$ cat src/rtl/alu8_pkg.sv
// Package: shared constants and types for the 8-bit ALU.
// Assumes an 8-bit status byte whose flag positions are fixed by the core.
package alu8_pkg;

    localparam int DATA_W = 8;
    localparam int STAT_W = 8;
    localparam int OP_W   = 4;

    // Flag bit positions inside the status byte
    localparam int FLG_C = 0;
    localparam int FLG_Z = 1;
    localparam int FLG_I = 2;
    localparam int FLG_D = 3;
    localparam int FLG_B = 4;
    localparam int FLG_V = 6;
    localparam int FLG_N = 7;

    typedef enum logic [OP_W-1:0] {
        OP_ADC  = 4'd0,
        OP_SBC  = 4'd1,
        OP_CMP  = 4'd2,
        OP_AND  = 4'd3,
        OP_ORA  = 4'd4,
        OP_EOR  = 4'd5,
        OP_BIT  = 4'd6,
        OP_ASL  = 4'd7,
        OP_LSR  = 4'd8,
        OP_ROL  = 4'd9,
        OP_ROR  = 4'd10,
        OP_INC  = 4'd11,
        OP_DEC  = 4'd12,
        OP_LD   = 4'd13,
        OP_RSV0 = 4'd14,
        OP_RSV1 = 4'd15
    } alu_op_e;

    typedef enum logic [1:0] {
        LG_AND = 2'd0,
        LG_OR  = 2'd1,
        LG_XOR = 2'd2
    } logic_fn_e;

endpackage

$ cat src/rtl/alu8_addsub.sv
// Module: shared binary adder for add, subtract and compare.
// Subtraction adds the one's complement of b plus the carry-in, so a set
// carry-out means no borrow. Assumes the caller forces cin for compare.
module alu8_addsub #(
    parameter int DATA_W = alu8_pkg::DATA_W
) (
    input  logic [DATA_W-1:0] a_i,
    input  logic [DATA_W-1:0] b_i,
    input  logic              cin_i,
    input  logic              sub_i,
    output logic [DATA_W-1:0] sum_o,
    output logic              cout_o,
    output logic              ovf_o
);
    localparam int MSB = DATA_W - 1;

    logic [DATA_W-1:0] b_eff;
    logic [DATA_W:0]   total;

    // Select true or complemented second operand
    always_comb begin
        b_eff = sub_i ? ~b_i : b_i;
    end

    // Widened sum with carry-in
    always_comb begin
        total = {1'b0, a_i} + {1'b0, b_eff} + {{DATA_W{1'b0}}, cin_i};
    end

    // Split sum and derive signed overflow from the operand signs
    always_comb begin
        sum_o  = total[DATA_W-1:0];
        cout_o = total[DATA_W];
        ovf_o  = ~(a_i[MSB] ^ b_eff[MSB]) & (a_i[MSB] ^ total[MSB]);
    end

endmodule

$ cat src/rtl/alu8_shift.sv
// Module: one-place shifter and rotator.
// Left moves the top bit out to carry; right moves bit 0 out. The vacated
// position takes the old carry when rotating, zero otherwise.
module alu8_shift #(
    parameter int DATA_W = alu8_pkg::DATA_W
) (
    input  logic [DATA_W-1:0] data_i,
    input  logic              left_i,
    input  logic              rotate_i,
    input  logic              cin_i,
    output logic [DATA_W-1:0] data_o,
    output logic              cout_o
);
    localparam int MSB = DATA_W - 1;

    logic fill;

    // Bit that enters the vacated end
    always_comb begin
        fill = rotate_i & cin_i;
    end

    // Bit that leaves toward carry
    always_comb begin
        cout_o = left_i ? data_i[MSB] : data_i[0];
    end

    // Per-bit neighbour selection
    for (genvar i = 0; i < DATA_W; i++) begin : g_bit
        logic from_low;
        logic from_high;
        if (i == 0) begin : g_lo_end
            assign from_low = fill;
        end else begin : g_lo_mid
            assign from_low = data_i[i-1];
        end
        if (i == MSB) begin : g_hi_end
            assign from_high = fill;
        end else begin : g_hi_mid
            assign from_high = data_i[i+1];
        end
        assign data_o[i] = left_i ? from_low : from_high;
    end

endmodule

$ cat src/rtl/alu8_logic.sv
// Module: bitwise AND / OR / XOR unit, also used for the bit-test mask.
module alu8_logic #(
    parameter int DATA_W = alu8_pkg::DATA_W
) (
    input  alu8_pkg::logic_fn_e fn_i,
    input  logic [DATA_W-1:0]   a_i,
    input  logic [DATA_W-1:0]   b_i,
    output logic [DATA_W-1:0]   y_o
);
    import alu8_pkg::*;

    // Select the bitwise function
    always_comb begin
        unique case (fn_i)
            LG_AND:  y_o = a_i & b_i;
            LG_OR:   y_o = a_i | b_i;
            LG_XOR:  y_o = a_i ^ b_i;
            default: y_o = a_i & b_i;
        endcase
    end

endmodule

$ cat src/rtl/alu8_step.sv
// Module: increment / decrement by one with modulo wrap.
module alu8_step #(
    parameter int DATA_W = alu8_pkg::DATA_W
) (
    input  logic [DATA_W-1:0] data_i,
    input  logic              down_i,
    output logic [DATA_W-1:0] data_o
);
    localparam logic [DATA_W-1:0] ONE = {{(DATA_W-1){1'b0}}, 1'b1};

    // Add one or add all-ones (minus one)
    always_comb begin
        data_o = data_i + (down_i ? {DATA_W{1'b1}} : ONE);
    end

endmodule

$ cat src/rtl/alu8_core.sv
// Module: top of the 8-bit ALU. Purely combinational: no clock or reset.
// Routes operands to the sub-units, selects the result, and builds the next
// status byte by overwriting only the flags the chosen operation defines.
// Assumes op_i is stable while its outputs are consumed.
module alu8_core #(
    parameter int DATA_W = alu8_pkg::DATA_W
) (
    input  logic [3:0]        op_i,
    input  logic [DATA_W-1:0] reg_i,
    input  logic [DATA_W-1:0] mem_i,
    input  logic [7:0]        status_i,
    output logic [DATA_W-1:0] result_o,
    output logic [7:0]        status_o,
    output logic              wr_en_o
);
    import alu8_pkg::*;

    localparam int MSB = DATA_W - 1;

    alu_op_e           op;
    logic              c_in;
    logic              as_sub;
    logic              as_cin;
    logic [DATA_W-1:0] as_sum;
    logic              as_cout;
    logic              as_ovf;
    logic_fn_e         lg_fn;
    logic [DATA_W-1:0] lg_y;
    logic              sh_left;
    logic              sh_rot;
    logic [DATA_W-1:0] sh_y;
    logic              sh_cout;
    logic              st_down;
    logic [DATA_W-1:0] st_y;

    logic              upd_c;
    logic              upd_v;
    logic              upd_zn;
    logic              new_c;
    logic              new_v;
    logic              new_z;
    logic              new_n;
    logic [DATA_W-1:0] res;
    logic              wr;

    // Decode the raw op code and current carry
    always_comb begin
        op   = alu_op_e'(op_i);
        c_in = status_i[FLG_C];
    end

    // Adder controls: compare is subtract with carry forced set
    always_comb begin
        as_sub = (op == OP_SBC) || (op == OP_CMP);
        as_cin = (op == OP_CMP) ? 1'b1 : c_in;
    end

    // Logic-unit function; bit test reuses AND
    always_comb begin
        unique case (op)
            OP_ORA:  lg_fn = LG_OR;
            OP_EOR:  lg_fn = LG_XOR;
            default: lg_fn = LG_AND;
        endcase
    end

    // Shifter and step-unit controls
    always_comb begin
        sh_left = (op == OP_ASL) || (op == OP_ROL);
        sh_rot  = (op == OP_ROL) || (op == OP_ROR);
        st_down = (op == OP_DEC);
    end

    alu8_addsub #(.DATA_W(DATA_W)) u_addsub (
        .a_i    (reg_i),
        .b_i    (mem_i),
        .cin_i  (as_cin),
        .sub_i  (as_sub),
        .sum_o  (as_sum),
        .cout_o (as_cout),
        .ovf_o  (as_ovf)
    );

    alu8_logic #(.DATA_W(DATA_W)) u_logic (
        .fn_i (lg_fn),
        .a_i  (reg_i),
        .b_i  (mem_i),
        .y_o  (lg_y)
    );

    alu8_shift #(.DATA_W(DATA_W)) u_shift (
        .data_i   (mem_i),
        .left_i   (sh_left),
        .rotate_i (sh_rot),
        .cin_i    (c_in),
        .data_o   (sh_y),
        .cout_o   (sh_cout)
    );

    alu8_step #(.DATA_W(DATA_W)) u_step (
        .data_i (mem_i),
        .down_i (st_down),
        .data_o (st_y)
    );

    // Result select, write-back and flag update masks per operation
    always_comb begin
        res    = reg_i;
        wr     = 1'b0;
        upd_c  = 1'b0;
        upd_v  = 1'b0;
        upd_zn = 1'b0;
        new_c  = c_in;
        new_v  = status_i[FLG_V];
        unique case (op)
            OP_ADC, OP_SBC: begin
                res    = as_sum;
                wr     = 1'b1;
                upd_c  = 1'b1;
                upd_v  = 1'b1;
                upd_zn = 1'b1;
                new_c  = as_cout;
                new_v  = as_ovf;
            end
            OP_CMP: begin
                res    = as_sum;
                upd_c  = 1'b1;
                upd_zn = 1'b1;
                new_c  = as_cout;
            end
            OP_AND, OP_ORA, OP_EOR: begin
                res    = lg_y;
                wr     = 1'b1;
                upd_zn = 1'b1;
            end
            OP_BIT: begin
                res    = reg_i;
                upd_v  = 1'b1;
                upd_zn = 1'b1;
                new_v  = mem_i[MSB-1];
            end
            OP_ASL, OP_LSR, OP_ROL, OP_ROR: begin
                res    = sh_y;
                wr     = 1'b1;
                upd_c  = 1'b1;
                upd_zn = 1'b1;
                new_c  = sh_cout;
            end
            OP_INC, OP_DEC: begin
                res    = st_y;
                wr     = 1'b1;
                upd_zn = 1'b1;
            end
            OP_LD: begin
                res    = mem_i;
                wr     = 1'b1;
                upd_zn = 1'b1;
            end
            default: begin
                res = reg_i;
                wr  = 1'b0;
            end
        endcase
    end

    // Zero and negative sources; bit test takes them from mask and operand
    always_comb begin
        if (op == OP_BIT) begin
            new_z = (lg_y == '0);
            new_n = mem_i[MSB];
        end else begin
            new_z = (res == '0);
            new_n = res[MSB];
        end
    end

    // Assemble next status byte from the input byte and the masks
    always_comb begin
        status_o = status_i;
        if (upd_c) begin
            status_o[FLG_C] = new_c;
        end
        if (upd_v) begin
            status_o[FLG_V] = new_v;
        end
        if (upd_zn) begin
            status_o[FLG_Z] = new_z;
            status_o[FLG_N] = new_n;
        end
    end

    // Drive outputs
    always_comb begin
        result_o = res;
        wr_en_o  = wr;
    end

endmodule

$ cat config.mk
export PLATFORM = sky130hd
export DESIGN_NAME = alu8_core
export DESIGN_NICKNAME = d
export VERILOG_FILES = /design/src/rtl/alu8_pkg.sv /design/src/rtl/alu8_addsub.sv /design/src/rtl/alu8_shift.sv /design/src/rtl/alu8_logic.sv /design/src/rtl/alu8_step.sv /design/src/rtl/alu8_core.sv
export SDC_FILE = /design/constraint.sdc
export NUM_CORES = 1
export LEC_CHECK = 0
export ABC_CLOCK_PERIOD_IN_PS = 11500
export BUFFER_PORTS_ARGS = -buffer_cell sky130_fd_sc_hd__buf_2
export CORE_MARGIN = 10
export CORE_UTILIZATION = 58
export DETAILED_ROUTE_END_ITERATION = 16
export PLACE_DENSITY_LB_ADDON = 0.25
export SLEW_MARGIN = 5
export SYNTH_ARGS = -nofsm -noshare
export SYNTH_HDL_FRONTEND = slang
export SYNTH_SLANG_ARGS = --single-unit
export TNS_END_PERCENT = 20
$ cat constraint.sdc
create_clock -name vclk -period 11.5
set_input_delay 3.45 -clock vclk [all_inputs]
set_output_delay 3.45 -clock vclk [all_outputs]
set_load 0.005 [all_outputs]
After elaboration in Yosys (flattened, before gate mapping):

Index checks and enable logic that the tools add are counted.

* flip-flop bits (word level): 0
* input bits: 28
* output and inout port bits: 17
* word-level logic and storage cells: 69

* bitwise gates (word level): 9
* reduce and logical (&&, ||, !) cells: 15
* multiplexer cells: 27
* equal/unequal tests: 15
* add/subtract/negate cells: 3

Operator list (count)
* $pmux W8 S5: 1
* $eq A4 B4 Y1 const B: 6
* $mux W1: 20
* $eq A4 B3 Y1 const B: 4
* $logic_not A8 Y1: 2
* $mux W8: 2
* $pmux W8 S2: 1
* $reduce_or A14 Y1: 1
* $reduce_or A12 Y1: 1
* $add A8 B8 Y9: 1
* $add A9 B1 Y9: 1
* $reduce_or A3 Y1: 3
* $add A8 B8 Y8: 1
* $and A8 B8 Y8: 1
* $eq A4 B2 Y1 const B: 2
* $not A8 Y8: 1
* $or A8 B8 Y8: 1
* $xor A8 B8 Y8: 1
* $reduce_or A7 Y1: 1
* $eq A4 B1 Y1 const B: 1
* $logic_not A4 Y1: 1
* $pmux W1 S2: 2
* $pmux W2 S2: 1
* $reduce_or A2 Y1: 2
* 7 further kinds: 11

Depth between registers and ports, before layout:

Gate-level depths: netlist of run 1.

* depth after elaboration: 9
* depth in mapped cells: 14
* mapped depth without buffers: 12

By module:

From an unflattened synthesis of run 1, not the netlist that was laid out.

* cell total of the unflattened synthesis: 347
* area total of the unflattened synthesis: 2431.1 um2

Modules (own cells, without submodules)
* alu8_core: times used 1, sequential area each 0.0 um2, area each 1047.3 um2, cells each 163
* alu8_logic: times used 1, sequential area each 0.0 um2, area each 481.7 um2, cells each 70
* alu8_addsub: times used 1, sequential area each 0.0 um2, area each 465.4 um2, cells each 60
* alu8_step: times used 1, sequential area each 0.0 um2, area each 297.8 um2, cells each 40
* alu8_shift: times used 1, sequential area each 0.0 um2, area each 138.9 um2, cells each 14

Least setup slack after synthesis of run 1:

Ideal clock, no wire load.

* path type: input -> output
* start: input port op_i[0]
* end: output port status_o[1]
* path slack: 1081 ps
* required time: 8050 ps
* stages: 13
* buffers on the path: 2
* data arrival time: 6969 ps
* path through: buf_4 > clkbuf_1 > nor2b_1 > o21ai_1 > xnor2_1 > fa_1 > fa_1 > nand3b_1 > a21oi_1 > a221o_1 > a211o_1 > or4_1 > o31ai_2

* longest elaborated chain between the ends: 9
* elaborated cells between the ends (all ways): 47
* those cells by class: add/sub (3); eq/ne (15); mux (17); bitwise (1); reduce/logical (11)

RTL lines
* from (decl): line alu8_core.sv:8 `input logic [3:0] op_i,`
* $eq A4 B1 Y1 / $eq A4 B2 Y1 (equally long branches): line alu8_core.sv:54, alu8_core.sv:115, alu8_core.sv:55
* $logic_or A1 B1 Y1: line alu8_core.sv:54 `as_sub = (op == OP_SBC) || (op == OP_CMP);`
* $mux W8: line alu8_addsub.sv:22 `b_eff = sub_i ? ~b_i : b_i;`
* $add A8 B8 Y9: line alu8_addsub.sv:27 `total = {1'b0, a_i} + {1'b0, b_eff} + {{DATA_W{1'b0}}, cin_i};`
* $add A9 B1 Y9: line alu8_addsub.sv:27
* $pmux W8 S5 *: line alu8_core.sv:115 `unique case (op)`
* net result_o[1]: line alu8_core.sv:12 `output logic [DATA_W-1:0] result_o,`
* $logic_not A8 Y1 *: line alu8_core.sv:172 `new_z = (res == '0);`
* $mux W1 *: line alu8_core.sv:168 `if (op == OP_BIT) begin`
* $mux W1 *: line alu8_core.sv:186 `if (upd_zn) begin`
* to (decl): line alu8_core.sv:13 `output logic [7:0] status_o,`

Mark *: on every way through the listed nets, which the timed path passes. The rest lies on a longest branch.

Worst setup path in the final report of run 1:

* start: input port op_i[0]
* end: output port status_o[1]

* longest elaborated chain between the ends: 9
* elaborated cells between the ends (all ways): 47
* those cells by class: add/sub (3); eq/ne (15); mux (17); bitwise (1); reduce/logical (11)

RTL lines (line)
* $eq A4 B1 Y1 / $eq A4 B2 Y1 (equally long branches): alu8_core.sv:54, alu8_core.sv:115, alu8_core.sv:55
* $logic_or A1 B1 Y1: alu8_core.sv:54
* $mux W8: alu8_addsub.sv:22
* $add A8 B8 Y9: alu8_addsub.sv:27
* $add A9 B1 Y9: alu8_addsub.sv:27
* $pmux W8 S5: alu8_core.sv:115
* $logic_not A8 Y1: alu8_core.sv:172
* $mux W1: alu8_core.sv:168
* $mux W1 *: alu8_core.sv:186

Every way passes the cells marked *; elsewhere a longest branch is shown, timed or not.

==> impl_metrics.json, run 1 <==
{
  "gp_congestion": 0.9468,
  "path_max_fanout": 21,
  "finalNonFillerCells": 346,
  "period_minus_slack_ns": 10.51,
  "setup.worst_path.end_class": "primary output",
  "syn_inst": 289,
  "initial_utilization_pct": 62.08,
  "dpl.hpwl_um": 4809,
  "n_fill_cell": 307,
  "layout_common_cells": "buf_2, ha_1, nor2_1",
  "synthesis.nets": 347,
  "die_w_um": 77.86,
  "finalCritPeriodShare_pct": 91.36,
  "postCtsSetupRepairBufs": 0,
  "cts_resized": 0,
  "cts_hold_buf": 0,
  "area_growth_pct": 6.830,
  "grt_max_degree": 31,
  "num_vias": 2234,
  "pin_count": 45,
  "synth_cell_types": 55,
  "rows": 20,
  "cp_data_required_time_ns": 8.05,
  "gr-total-overflow": 0,
  "min_from": "status_i[5]",
  "worst_setup_path_start_kind": "primary input",
  "hold_end": "status_o[5]",
  "antenna_cells": 0,
  "worstMarginPinSlew_ns": 0.9875,
  "synth.yosys.warnings": 0,
  "dr.pass1.iters": 6,
  "powerDensity_mw_per_mm2": 45.95,
  "rsz0062_at_grt": "no",
  "drc_errors": 0,
  "maxCapViolations": 0,
  "design.seq.count": 0,
  "hold_viol": 0,
  "grt.total_usage_pct": 18.92,
  "grt_pass1_wl_um": 9908,
  "multi_input_area_mm2": 0.001740,
  "status": "completed",
  "die_height_um": 77.86,
  "setup_viol": 0,
  "seqCellArea_um2": 0,
  "min_path_cells": 0,
  "slew_violations": 0,
  "drt_wl_total_um": 6116,
  "fin_setup_tns_ns": 0,
  "nNetsFinal": 362,
  "core_mm2": 0.003128,
  "layout-drive-gt1-share_pct": 13.91,
  "via_per_inst": 6.457,
  "maxSlewHeadroom_pct": 33.66,
  "p_leak_nw": 0.9588,
  "dp_cells": 346,
  "port_buffers": 37,
  "arrival_ns": 7.06,
  "worstSetupPathType": "primary input to primary output",
  "hold_path.class": "primary input to primary output",
  "ir_drop_mv": 0.02283,
  "clkbuf_count": 0,
  "syn_area_mm2": 0.001942,
  "syn_avg_cell_area_um2": 6.719,
  "antenna_found_initial": 0,
  "die-area_mm2": 0.006062,
  "final_common_cell": "buf_2",
  "drt_iter0_markers": 211,
  "ant_nets": 0,
  "ys_seq_area_share_pct": 0,
  "wl_per_cell_um": 17.68,
  "fmax_mhz": 95.18,
  "grt_pass1_vias": 2020
}
worst max-delay path, stage by stage:
cell and delay [ns]:
buf_2 0.30, nor2b_1 0.31, o21ai_1 0.28, xnor2_1 0.22
fa_1 0.46, fa_1 0.45, nand3b_1 0.09, a21oi_1 0.07
a221o_1 0.27, a211o_1 0.23, or4_1 0.54, o31ai_2 0.22
buf_2 0.15
kinds of logic after synthesis:
group / synth area share [%]
compound gates: 28.74
xor+xnor: 8.570
fa+ha+maj: 20.10
buf+inv: 10.37
mux: 2.642
simple gates: 29.57
routing by layer:
metal  GRT usage, %  vias to the layer above  part of all wire (%)
li1               -                     1076                     -
met1          25.83                     1019                    43
met2          31.34                      127                    45
met3          2.074                       12                   9.7
met4          2.920                        0                   1.8
met5              0                        -                     0
area by class of cell:
type | count | share of cell area (%)
well taps | 44 | 2.654
repair buffers | 39 | 9.650
inverters | 21 | 3.800
multi-input cells | 242 | 83.90
metrics by stage:
step,power [W],util [%],hold slack (ns),cell area [um2],setup WS [ns]
floorplan,0.00006713,-,6.981,1942,1.081
global placement,0.00009262,66.32,6.900,2074,1.162
detailed placement,0.00009330,66.32,6.900,2074,1.060
CTS,0.00009399,66.32,6.900,2074,1.047
global route,0.0001054,66.32,6.900,2074,0.8025
finish,0.00009533,66.32,6.900,2074,0.9938
how the worst max path moves through the flow:
stage             from          end  slack (ns)  cells after the start
2_1_floorplan  op_i[0]  status_o[1]        1.08                     13
3_3_place_gp   op_i[0]  status_o[1]        1.16                     13
3_5_place_dp   op_i[0]  status_o[1]        1.06                     13
4_1_cts        op_i[0]  status_o[1]        1.05                     13
5_1_grt        op_i[0]  status_o[1]        0.80                     13
6_report       op_i[0]  status_o[1]        0.99                     13
cells in the mapped netlist (5+ instances only):
cell type	n	share of area (%)
ha_1	28	18
nor2_1	26	5.0
nand2_1	22	4.3
inv_1	21	4.1
nand2b_1	17	5.5
xnor2_1	16	7.2
a21oi_1	15	3.9
clkbuf_1	15	2.9
o21ai_0	12	3.1
nand3_1	9	2.3
a31oi_1	8	2.6
nor3_1	7	1.8
a22oi_1	5	1.9
buf_2	5	1.3
buf_4	5	1.9
nor2b_1	5	1.6
where the power goes:
group | leakage, nW | total [W] | switching (W) | internal [W]
combinational | 0.959 | 0.0000953 | 0.0000556 | 0.0000397
clock | 0 | 0 | 0 | 0
sequential | 0 | 0 | 0 | 0
total | 0.959 | 0.0000953 | 0.0000556 | 0.0000397
Note: power is estimated with default switching activity, not from simulation.
==> inputs of run 2 (changes only) <==
--- a/config.mk
+++ b/config.mk
@@ -6,10 +6,10 @@
 export NUM_CORES = 1
 export LEC_CHECK = 0
 export ABC_CLOCK_PERIOD_IN_PS = 11500
-export BUFFER_PORTS_ARGS = -buffer_cell sky130_fd_sc_hd__buf_2
 export CORE_MARGIN = 10
-export CORE_UTILIZATION = 58
+export CORE_UTILIZATION = 69
 export DETAILED_ROUTE_END_ITERATION = 16
+export DONT_BUFFER_PORTS = 1
 export PLACE_DENSITY_LB_ADDON = 0.25
 export SLEW_MARGIN = 5
 export SYNTH_ARGS = -nofsm -noshare
==> impl_metrics.json, run 2 (synthesized netlist as in run 1, its figures left out) <==
{
  "setup_viol": 0,
  "grt_pass1_vias": 1771,
  "grt.total_usage_pct": 21.17,
  "finalCritPeriodShare_pct": 91.00,
  "pin_count": 45,
  "wl_per_cell_um": 20.52,
  "clkbuf_count": 0,
  "fin_setup_tns_ns": 0,
  "powerDensity_mw_per_mm2": 40.57,
  "final_core_util_pct": 68.24,
  "worst_setup_path_start_kind": "primary input",
  "rows": 19,
  "design.seq.count": 0,
  "dr.pass1.iters": 5,
  "final_cell_area_mm2": 0.001866,
  "gp_congestion": 1.016,
  "worstMarginPinSlew_ns": 0.8956,
  "p_leak_nw": 0.8068,
  "gr-total-overflow": 0,
  "setup.worst_path.end_class": "primary output",
  "worstSetupPathType": "primary input to primary output",
  "antenna_cells": 0,
  "period_minus_slack_ns": 10.47,
  "multi_input_area_mm2": 0.001740,
  "cp_data_required_time_ns": 8.05,
  "arrival_ns": 7.02,
  "grt_pass1_wl_um": 9453,
  "final_common_cell": "ha_1",
  "port_buffers": 0,
  "path_max_fanout": 21,
  "seqCellArea_um2": 0,
  "hold_path.class": "primary input to primary output",
  "die_w_um": 73.05,
  "core_mm2": 0.002734,
  "num_vias": 2115,
  "n_fill_cell": 274,
  "antenna_found_initial": 0,
  "dpl.hpwl_um": 4635,
  "die-area_mm2": 0.005336,
  "slew_violations": 0,
  "layout-drive-gt1-share_pct": 1.515,
  "fmax_mhz": 95.55,
  "cts_hold_buf": 0,
  "rsz0062_at_grt": "no",
  "maxCapViolations": 0,
  "initial_utilization_pct": 71.03,
  "postCtsSetupRepairBufs": 0,
  "area_growth_pct": -3.930,
  "placed_area_mm2": 0.001866,
  "status": "completed",
  "drt_wl_total_um": 6052,
  "nNetsFinal": 324,
  "ant_nets": 0,
  "via_per_inst": 7.169,
  "p_total_w": 0.00007569,
  "dp_cells": 295,
  "cts_resized": 0,
  "finalNonFillerCells": 295,
  "layout_common_cells": "ha_1, nor2_1, nand2_1",
  "hold_viol": 0,
  "drc_errors": 0,
  "drt_iter0_markers": 431,
  "grt_max_degree": 31,
  "die_height_um": 73.05,
  "ir_drop_mv": 0.02845,
  "maxSlewHeadroom_pct": 39.83
}
run 2: stage by stage:
stage	hold slack (ns)	worst slack, ns
after floorplan	6.981	1.081
after global placement	6.900	1.148
after detailed placement	6.900	1.060
after CTS	6.900	1.045
after global routing	6.900	0.8167
final	6.900	1.035
run 2: area by class of cell:
type | instances | area share, %
Multi-Input combinational cell | 242 | 93.29
Inverter | 21 | 4.225
Tap cell | 31 | 2.079
Timing Repair Buffer | 1 | 0.4024
run 2: worst max-delay path, cell delays in order:
cell and delay, ns:
nor2b_1 0.15, o21ai_1 0.72, xnor2_1 0.20, fa_1 0.47, fa_1 0.45, nand3b_1 0.09
a21oi_1 0.08, a221o_1 0.25, a211o_1 0.28, or4_1 0.57, o31ai_2 0.31
run 2: path summary, 6_finish.rpt:
| path | depth (start not counted) | slack, ns | to | start |
|---|---|---|---|---|
| worst min-delay path | 0 | 6.90 | status_o[3] | status_i[3] |
| worst max-delay path | 11 | 1.03 | status_o[1] | op_i[0] |
run 2: power breakdown:
part           switching [W]  leakage [nW]  total (W)  internal, W
Sequential                 0             0          0            0
Combinational      0.0000427         0.807  0.0000757    0.0000330
Clock                      0             0          0            0
run 2: routing by layer:
metal | up-vias | part of all wire [%] | GRT usage (%)
met1 | 967 | 39 | 28.93
met2 | 145 | 46 | 34.38
li1 | 995 | - | -
met5 | - | 0 | 0
met4 | 0 | 0.73 | 1.055
met3 | 8 | 14 | 4.354
==> inputs of run 3 (changes only) <==
--- a/config.mk
+++ b/config.mk
@@ -5,9 +5,9 @@
 export SDC_FILE = /design/constraint.sdc
 export NUM_CORES = 1
 export LEC_CHECK = 0
-export ABC_CLOCK_PERIOD_IN_PS = 11500
+export ABC_CLOCK_PERIOD_IN_PS = 13300
 export CORE_MARGIN = 10
-export CORE_UTILIZATION = 69
+export CORE_UTILIZATION = 71
 export DETAILED_ROUTE_END_ITERATION = 16
 export DONT_BUFFER_PORTS = 1
 export PLACE_DENSITY_LB_ADDON = 0.25
==> constraint.sdc (replaced) <==
create_clock -name vclk -period 13.3
set_input_delay 3.99 -clock vclk [all_inputs]
set_output_delay 3.99 -clock vclk [all_outputs]
set_load 0.01 [all_outputs]
==> impl_metrics.json, run 3 (synthesized netlist as in run 1, its figures left out) <==
{
  "hold_path.class": "primary input to primary output",
  "clkbuf_count": 0,
  "cp_data_required_time_ns": 9.31,
  "final_core_util_pct": 73.25,
  "multi_input_area_mm2": 0.001740,
  "antenna_cells": 0,
  "path_max_fanout": 21,
  "layout-drive-gt1-share_pct": 1.515,
  "cp_num_buf_inv": 0,
  "arrival_ns": 7.61,
  "gp_congestion": 1.016,
  "holdWs_ns": 7.980,
  "die_height_um": 72.30,
  "setup_viol": 0,
  "gr-total-overflow": 0,
  "postCtsSetupRepairBufs": 0,
  "cts_resized": 0,
  "port_buffers": 0,
  "fmax_mhz": 86.22,
  "core_mm2": 0.002545,
  "wl_per_cell_um": 19.59,
  "rsz0062_at_grt": "no",
  "final_common_cell": "ha_1",
  "nNetsFinal": 324,
  "crit_chain": "nor2b_1 -> o21ai_1 -> xnor2_1 -> fa_1 -> fa_1 -> nand3b_1 -> a21oi_1 -> a221o_1 -> a211o_1 -> or4_1 -> o31ai_2",
  "num_vias": 2080,
  "slew_violations": 0,
  "hold_viol": 0,
  "powerDensity_mw_per_mm2": 36.01,
  "seqCellArea_um2": 0,
  "maxSlewHeadroom_pct": 32.22,
  "status": "completed",
  "pin_count": 45,
  "design.seq.count": 0,
  "cts_hold_buf": 0,
  "setup.worst_path.end_class": "primary output",
  "grt_pass1_vias": 1849,
  "grt.total_usage_pct": 20.53,
  "slowest_stage": "o21ai_1",
  "ir_drop_mv": 0.02643,
  "grt_max_degree": 31,
  "grt_pass1_wl_um": 9218,
  "layout_common_cells": "ha_1, nor2_1, nand2_1",
  "fin_setup_tns_ns": 0,
  "drt_wl_total_um": 5759,
  "rows": 18,
  "via_per_inst": 7.075,
  "drt_iter0_markers": 359,
  "p_leak_nw": 0.8068,
  "maxCapViolations": 0,
  "ant_nets": 0,
  "cp_slowest_stage_delay_ns": 0.67,
  "antenna_found_initial": 0,
  "crit_family": "compound AO/OA/AOI/OAI gates",
  "worstSetupPathType": "primary input to primary output",
  "finalCritPeriodShare_pct": 87.20,
  "worst_setup_path_start_kind": "primary input",
  "dpl.hpwl_um": 4530,
  "cp_common_cell": "fa_1",
  "n_fill_cell": 224,
  "worstMarginPinSlew_ns": 1.009,
  "period_minus_slack_ns": 11.60,
  "initial_utilization_pct": 76.30,
  "area_growth_pct": -3.995,
  "dr.pass1.iters": 6,
  "die_w_um": 72.30,
  "drc_errors": 0,
  "die-area_mm2": 0.005227
}
run 3: cell counts in the layout (fill, tap and decap cells not counted):
Identical to the previous run, type by type.
run 3: final cells by class:
class                           count  share of cell area, %
Timing Repair Buffer                1                 0.4027
Tap cell                           30                  2.013
Inverter                           21                  4.228
Multi-Input combinational cell    242                  93.36
run 3: through the flow:
step	power (W)	cells	worst slack [ns]	cell area [um2]
6_report	0.00006713	294	1.702	1864
3_5_place_dp	0.00006585	294	1.713	1864
2_1_floorplan	0.00006058	289	1.704	1942
3_3_place_gp	0.00006498	294	1.810	1864
4_1_cts	0.00006622	294	1.699	1864
5_1_grt	0.00007349	294	1.534	1864
run 3: report_power, final:
part | switching [W] | internal, W | total [W]
Combinational | 0.0000387 | 0.0000284 | 0.0000671
Sequential | 0 | 0 | 0
Clock | 0 | 0 | 0
Total | 0.0000387 | 0.0000284 | 0.0000671
run 3: per-layer routing:
layer / track usage [%] / vias up / share of wire, %
li1: - / 994 / -
met1: 26.38 / 930 / 40
met2: 32.94 / 138 / 45
met3: 3.810 / 18 / 12
met4: 7.527 / 0 / 2.9
met5: 0 / - / 0
run 3: final timing paths:
| kind | end | cells past startpoint | slack [ns] | startpoint |
|---|---|---|---|---|
| max | status_o[1] | 11 | 1.70 | op_i[0] |
| min | status_o[3] | 0 | 7.98 | status_i[3] |
